`src/rtl/rx_poll_pkg.sv`:
```
package rx_poll_pkg;

  typedef enum logic [1:0] {
    MODE_SLEEP   = 2'd0,
    MODE_STARTUP = 2'd1,
    MODE_CHECK   = 2'd2,
    MODE_RECV    = 2'd3
  } rxMode_t;

  // strobes from control to datapath
  typedef struct packed {
    logic clrSleep;
    logic clrStart;
    logic clrCheck;
    logic runSleep;
    logic runStart;
    logic runCheck;
  } ctlStrobe_t;

  // status from datapath to control
  typedef struct packed {
    logic onHit;
    logic offHit;
    logic sleepDone;
    logic startDone;
    logic checkPass;
    logic checkFail;
  } dpStatus_t;

endpackage

```
`src/rtl/rx_poll_dp.sv`:
```
module rx_poll_dp
  import rx_poll_pkg::*;
#(
  parameter int SLEEP_W       = 5,
  parameter int CNT_W         = 4,
  parameter int STARTUP_TICKS = 3,
  parameter int ON_DELAY      = 4,
  parameter int MIN_LOW       = 12,
  parameter int OFF_DELAY     = 6
) (
  input  logic               clk,
  input  logic               rstN,
  input  logic               pollOnN,
  input  logic [SLEEP_W-1:0] sleepCode,
  input  logic [CNT_W-1:0]   checkCount,
  input  logic               tick,
  input  logic               ivStrobe,
  input  logic               ivOk,
  input  ctlStrobe_t         ctl,
  output dpStatus_t          stat
);

  localparam int LOW_CAP = (ON_DELAY > MIN_LOW) ? ON_DELAY : MIN_LOW;
  localparam int LOW_W   = $clog2(LOW_CAP + 1);
  localparam int RISE_W  = $clog2(OFF_DELAY + 1);
  localparam int ST_W    = $clog2(STARTUP_TICKS + 1);

  localparam logic [LOW_W-1:0]   LOW_MAX   = LOW_W'(LOW_CAP);
  localparam logic [LOW_W-1:0]   ON_LAST   = LOW_W'(ON_DELAY - 1);
  localparam logic [LOW_W-1:0]   ARM_LAST  = LOW_W'(MIN_LOW - 1);
  localparam logic [RISE_W-1:0]  RISE_MAX  = RISE_W'(OFF_DELAY);
  localparam logic [RISE_W-1:0]  RISE_LAST = RISE_W'(OFF_DELAY - 1);
  localparam logic [ST_W-1:0]    ST_END    = ST_W'(STARTUP_TICKS);
  localparam logic [SLEEP_W-1:0] FOREVER   = '1;
  localparam logic [CNT_W-1:0]   VALID_MAX = '1;

  logic [LOW_W-1:0]   lowCnt;
  logic [RISE_W-1:0]  riseCnt;
  logic               armed;
  logic [SLEEP_W-1:0] sleepCnt;
  logic [ST_W-1:0]    startCnt;
  logic [CNT_W-1:0]   validCnt;

  // pin low-time counter, saturating
  always_ff @(posedge clk or negedge rstN) begin
    if (!rstN)                lowCnt <= '0;
    else if (pollOnN)         lowCnt <= '0;
    else if (lowCnt != LOW_MAX) lowCnt <= lowCnt + 1'b1;
  end

  // armed once the pin has been low long enough to allow an exit
  always_ff @(posedge clk or negedge rstN) begin
    if (!rstN)                                 armed <= 1'b0;
    else if (stat.offHit)                      armed <= 1'b0;
    else if (!pollOnN && lowCnt >= ARM_LAST)   armed <= 1'b1;
  end

  // delay after the rising edge
  always_ff @(posedge clk or negedge rstN) begin
    if (!rstN)                      riseCnt <= '0;
    else if (!pollOnN || !armed)    riseCnt <= '0;
    else if (riseCnt != RISE_MAX)   riseCnt <= riseCnt + 1'b1;
  end

  // sleep tick counter
  always_ff @(posedge clk or negedge rstN) begin
    if (!rstN)                                          sleepCnt <= '0;
    else if (ctl.clrSleep)                              sleepCnt <= '0;
    else if (ctl.runSleep && tick && sleepCnt != FOREVER) sleepCnt <= sleepCnt + 1'b1;
  end

  // start-up tick counter
  always_ff @(posedge clk or negedge rstN) begin
    if (!rstN)                                         startCnt <= '0;
    else if (ctl.clrStart)                             startCnt <= '0;
    else if (ctl.runStart && tick && startCnt != ST_END) startCnt <= startCnt + 1'b1;
  end

  // consecutive valid interval counter
  always_ff @(posedge clk or negedge rstN) begin
    if (!rstN)          validCnt <= '0;
    else if (ctl.clrCheck) validCnt <= '0;
    else if (ctl.runCheck && ivStrobe && ivOk && validCnt != VALID_MAX)
      validCnt <= validCnt + 1'b1;
  end

  always_comb begin
    stat.onHit     = !pollOnN && (lowCnt == ON_LAST);
    stat.offHit    = pollOnN && armed && (riseCnt == RISE_LAST);
    stat.sleepDone = ctl.runSleep && pollOnN && (sleepCode != FOREVER)
                     && (sleepCnt >= sleepCode);
    stat.startDone = ctl.runStart && (startCnt >= ST_END);
    stat.checkPass = ctl.runCheck && (validCnt >= checkCount);
    stat.checkFail = ctl.runCheck && ivStrobe && !ivOk;
  end

endmodule

```
`src/rtl/rx_poll_fsm.sv`:
```
module rx_poll_fsm
  import rx_poll_pkg::*;
(
  input  logic       clk,
  input  logic       rstN,
  input  dpStatus_t  stat,
  output ctlStrobe_t ctl,
  output rxMode_t    state
);

  rxMode_t nxt;
  logic    override, ovrNxt;

  always_comb begin
    nxt    = state;
    ovrNxt = override;
    if (stat.onHit) begin
      nxt    = MODE_STARTUP;
      ovrNxt = 1'b1;
    end else if (stat.offHit && override) begin
      nxt    = MODE_SLEEP;
      ovrNxt = 1'b0;
    end else begin
      unique case (state)
        MODE_SLEEP:   if (stat.sleepDone) nxt = MODE_STARTUP;
        MODE_STARTUP: if (stat.startDone) nxt = override ? MODE_RECV : MODE_CHECK;
        MODE_CHECK: begin
          if (stat.checkPass)      nxt = MODE_RECV;
          else if (stat.checkFail) nxt = MODE_SLEEP;
        end
        default: ;
      endcase
    end
  end

  always_comb begin
    ctl.clrSleep = (nxt == MODE_SLEEP) && (state != MODE_SLEEP);
    ctl.clrStart = (nxt == MODE_STARTUP) && ((state != MODE_STARTUP) || stat.onHit);
    ctl.clrCheck = (nxt == MODE_CHECK) && (state != MODE_CHECK);
    ctl.runSleep = (state == MODE_SLEEP);
    ctl.runStart = (state == MODE_STARTUP);
    ctl.runCheck = (state == MODE_CHECK);
  end

  always_ff @(posedge clk or negedge rstN) begin
    if (!rstN) begin
      state    <= MODE_SLEEP;
      override <= 1'b0;
    end else begin
      state    <= nxt;
      override <= ovrNxt;
    end
  end

endmodule

```
`src/rtl/rx_poll_ctrl.sv`:
```
module rx_poll_ctrl
  import rx_poll_pkg::*;
#(
  parameter int SLEEP_W       = 5,
  parameter int CNT_W         = 4,
  parameter int STARTUP_TICKS = 3,
  parameter int ON_DELAY      = 4,
  parameter int MIN_LOW       = 12,
  parameter int OFF_DELAY     = 6
) (
  input  logic               clk,
  input  logic               rstN,
  input  logic               pollOnN,
  input  logic [SLEEP_W-1:0] sleepCode,
  input  logic [CNT_W-1:0]   checkCount,
  input  logic               tick,
  input  logic               ivStrobe,
  input  logic               ivOk,
  output logic [1:0]         mode,
  output logic               startupEn,
  output logic               checkEn,
  output logic               active
);

  ctlStrobe_t ctl;
  dpStatus_t  stat;
  rxMode_t    state;

  rx_poll_dp #(
    .SLEEP_W(SLEEP_W), .CNT_W(CNT_W), .STARTUP_TICKS(STARTUP_TICKS),
    .ON_DELAY(ON_DELAY), .MIN_LOW(MIN_LOW), .OFF_DELAY(OFF_DELAY)
  ) u_dp (
    .clk(clk), .rstN(rstN), .pollOnN(pollOnN), .sleepCode(sleepCode),
    .checkCount(checkCount), .tick(tick), .ivStrobe(ivStrobe), .ivOk(ivOk),
    .ctl(ctl), .stat(stat)
  );

  rx_poll_fsm u_fsm (
    .clk(clk), .rstN(rstN), .stat(stat), .ctl(ctl), .state(state)
  );

  assign mode      = state;
  assign startupEn = (state == MODE_STARTUP);
  assign checkEn   = (state == MODE_CHECK);
  assign active    = (state != MODE_SLEEP);

endmodule

```
`config.mk`:
```
export PLATFORM = sky130hd
export DESIGN_NAME = rx_poll_ctrl
export DESIGN_NICKNAME = d
export VERILOG_FILES = /design/src/rtl/rx_poll_pkg.sv /design/src/rtl/rx_poll_dp.sv /design/src/rtl/rx_poll_fsm.sv /design/src/rtl/rx_poll_ctrl.sv
export SDC_FILE = /design/constraint.sdc
export NUM_CORES = 1
export LEC_CHECK = 0
export BUFFER_PORTS_ARGS = -buffer_cell sky130_fd_sc_hd__buf_2
export CAP_MARGIN = 10
export CORE_MARGIN = 2
export CORE_UTILIZATION = 25
export DETAILED_ROUTE_END_ITERATION = 8
export PLACE_DENSITY = 0.5
export SLEW_MARGIN = 20
export SYNTH_ARGS = -nofsm -noshare
export SYNTH_HDL_FRONTEND = slang
export SYNTH_HIERARCHICAL = 1
export SYNTH_SLANG_ARGS = --single-unit
```
`constraint.sdc`:
```
create_clock -name clk -period 4.97 [get_ports clk]
set_clock_uncertainty 0.15 [all_clocks]
set_input_delay 0.7455 -clock clk [delete_from_list [all_inputs] [get_ports clk]]
set_output_delay 0.7455 -clock clk [all_outputs]
set_load 0.02 [all_outputs]
```
==> results.yml <==
global_routing:
  first_global_vias: 1110
  grt_max_degree: 23
  grt_use_total_pct: 9.46
  grt_pass1_wl_mm: 4.84
  grt-ovfl-total: 0
  antenna_found_initial: 0
power:
  peakVddDrop_mv: 0.145
  p_per_area_nw_per_um2: 364
  power.leakage_nw: 0.831
timing:
  max_clock_freq_mhz: 418
  rsz0062_at_grt: "no"
  max_slew.worst_pin.slew_ps: 767
  fin_crit_sh_pct: 48.2
  hold_violations: 0
  finalSetupViolCount: 0
  post-route-min-period_ps: 2390
  fin_tns_setup_ps: 0
  max_slew_margin_pct: 48.1
  maxSlewViolCount: 0
detailed_routing:
  post-route-drc-count: 0
  avgRoutedWirePerCell_um: 10.4
  vias: 1126
  first_iter_violations: 29
  firstDrtPassIters: 4
  wl_mm: 2.66
  final_antenna_net_count: 0
  drt-vias-per-instance: 4.40
die:
  fp-row-count: 27
  fp.dieW_um: 80.6
  core_um2: 5570
  die_area_um2: 6500
  die_y_um: 80.6
  start_util_pct: 26.3
  ios: 20
synth:
  synth_area_leaders: "dfrtp_1 38%, ha_1 15%, nor2_1 6.4%"
  synth_seq_cells: 22
  async_flop_share_pct: 100
  synth_edf_count: 0
  ys_types: 36
  postSynthAreaPerCell_um2: 9.00
  yosysMostFrequentCell: "nor2_1"
  ys_seq_area_share_pct: 37.5
  synth.top_cells.by_count: "25 x nor2_1, 22 x dfrtp_1, 18 x ha_1, 18 x inv_1, 12 x nand2_1"
  synth_area_um2: 1470
  synth_warnings: 6
  synthCells: 163
  synth_top_area_cell: "dfrtp_1"
  netlist.area_leader.share_pct: 37.5
  ys.flop_type: "dfrtp_1"
  syn-num-nets: 196
final_layout:
  fin_nets: 218
  drive_above_1_share_pct: 15.2
  utilization_pct: 30.5
  syn2layout_area_growth_pct: 15.8
  num_antenna_cells: 0
  fin_area_um2: 1700
critical_path:
  regToRegSetupSlack_ps: 2690
  ff2ff_path_depth: 6
  r2r-start: "u_dp/lowCnt[0]"
  max_stage_delay_ps: 340
  worstPathRequired_ps: 4960
  critical_path.cell_chain: "buf_2 > ha_1 > nand2b_1 > a21o_1 > nand3_1 > a21oi_1 > nor2_1 > a31oi_1 > o21ai_1 > nor3b_2 > nor2_1"
  crit_path_max_fanout: 5
  arrival_ps: 2380
  critPathCaptureType: "flop"
  cp-start-kind: "input port"
  crit_slowest_cell: "nor3b_2"
  path_common_cell: "nor2_1"
  r2r_end: "u_dp/sleepCnt[0]"
  critPathKind: "in -> reg"
clock_network:
  cts_buffer_depth: 2
  ctsResizeCount: 0
  tritoncts: "yes"
  post_cts_buffers: 0
  cts-buffers-inserted: 3
  hold_buffers: 0
  clock_latency_ps: 260
  clk_pin_slew_ps: 80
  htreeDepth: 1
  cts.sinks: 22
  root_buffer: "clkbuf_8"
placed_design:
  hpwlAfterDp_mm: 2.08
  io_buffers: 19
  dpl_cell_area_um2: 1640
  gp_congestion: 0.743
run_status:
  status: "complete, no violations"
run:
  maxCapViolations: 0
worst_hold_path:
  hp-class: "in -> async"
==> how the worst max path moves through the flow <==
stage	from	to	cells after the start
floorplan	sleepCode[0]	u_dp/sleepCnt[0]	10
global placement	sleepCode[0]	u_dp/sleepCnt[0]	11
detailed placement	sleepCode[0]	u_dp/sleepCnt[0]	11
CTS	sleepCode[0]	u_dp/sleepCnt[0]	11
global route	u_dp/lowCnt[0]	u_dp/sleepCnt[2]	6
finish	sleepCode[0]	u_dp/sleepCnt[0]	11
==> cells in the final DEF, fill, tap and decap left out, types with 3 or more instances in the layout <==
cell      synthesis  final
a31oi_1           3      3
nand3_1           6      6
xnor2_1           6      6
a21oi_1           7      7
nand2_1          12     12
inv_1            18     18
nor2_1           25     25
dfrtp_1          22     22
mux2i_1           3      3
nor2b_1           3      3
buf_2             1     19
clkbuf_8          0      4
a211oi_1          4      4
nor3_1            3      3
ha_1             18     18
and3_1            3      3
xor2_1            3      3
==> stage by stage <==
| step | power, mW | worst slack (ps) | hold WS (ps) | cells |
|---|---|---|---|---|
| after global placement | 0.499 | 2290 | 374 | 252 |
| after detailed placement | 0.499 | 2290 | 380 | 252 |
| final | 0.619 | 2580 | 312 | 256 |
| after CTS | 0.630 | 2560 | 327 | 256 |
| after global routing | 0.682 | 2410 | 344 | 256 |
| after floorplan | 0.432 | 2610 | 300 | 163 |
==> worst max-delay path: cells and delay by family <==
kind	cells	cell delay (ps)
buf+inv	1	100
compound gates	4	510
simple gates	5	750
fa+ha+maj	1	270
==> layout make-up <==
class,instances,area [µm²]
Fill cell,595,3870
Multi-Input combinational cell,121,841
Sequential cell,22,551
Timing Repair Buffer,19,95.1
Tap cell,72,90.1
Inverter,18,67.6
Clock buffer,4,55.1
==> registers in the layout (all words and copies together), names as in the netlist <==
| name | flops |
|---|---|
| u_fsm/state | 2 |
| u_dp/riseCnt | 3 |
| u_dp/validCnt | 4 |
| u_dp/armed | 1 |
| u_dp/lowCnt | 4 |
| u_fsm/override | 1 |
| u_dp/sleepCnt | 5 |
| u_dp/startCnt | 2 |
==> layer usage <==
layer / up-vias / share of wire (%) / global-route usage (%) / routed length [µm]
met1: 518 / 53 / 12.5 / 1410
met3: 2 / 3.1 / 1.35 / 82
met5: - / 0 / 0 / 0
li1: 591 / - / - / -
met4: 0 / 1.5 / 4.58 / 41
met2: 15 / 42 / 15.1 / 1120
==> kinds of logic after synthesis <==
| logic type | Yosys count | synth area share (%) |
|---|---|---|
| simple gates | 65 | 22.2 |
| buf+inv | 20 | 5.20 |
| flops | 22 | 37.5 |
| fa+ha+maj | 18 | 15.3 |
| mux | 3 | 2.05 |
| xor+xnor | 9 | 5.37 |
| compound gates | 26 | 12.4 |
==> power breakdown <==
part	internal (mW)	switching (mW)	leakage (nW)
registers	0.212	0.0467	0.288
clock network	0.0705	0.0565	0.0288
logic	0.106	0.128	0.514
Note: power is estimated with default switching activity, not from simulation.
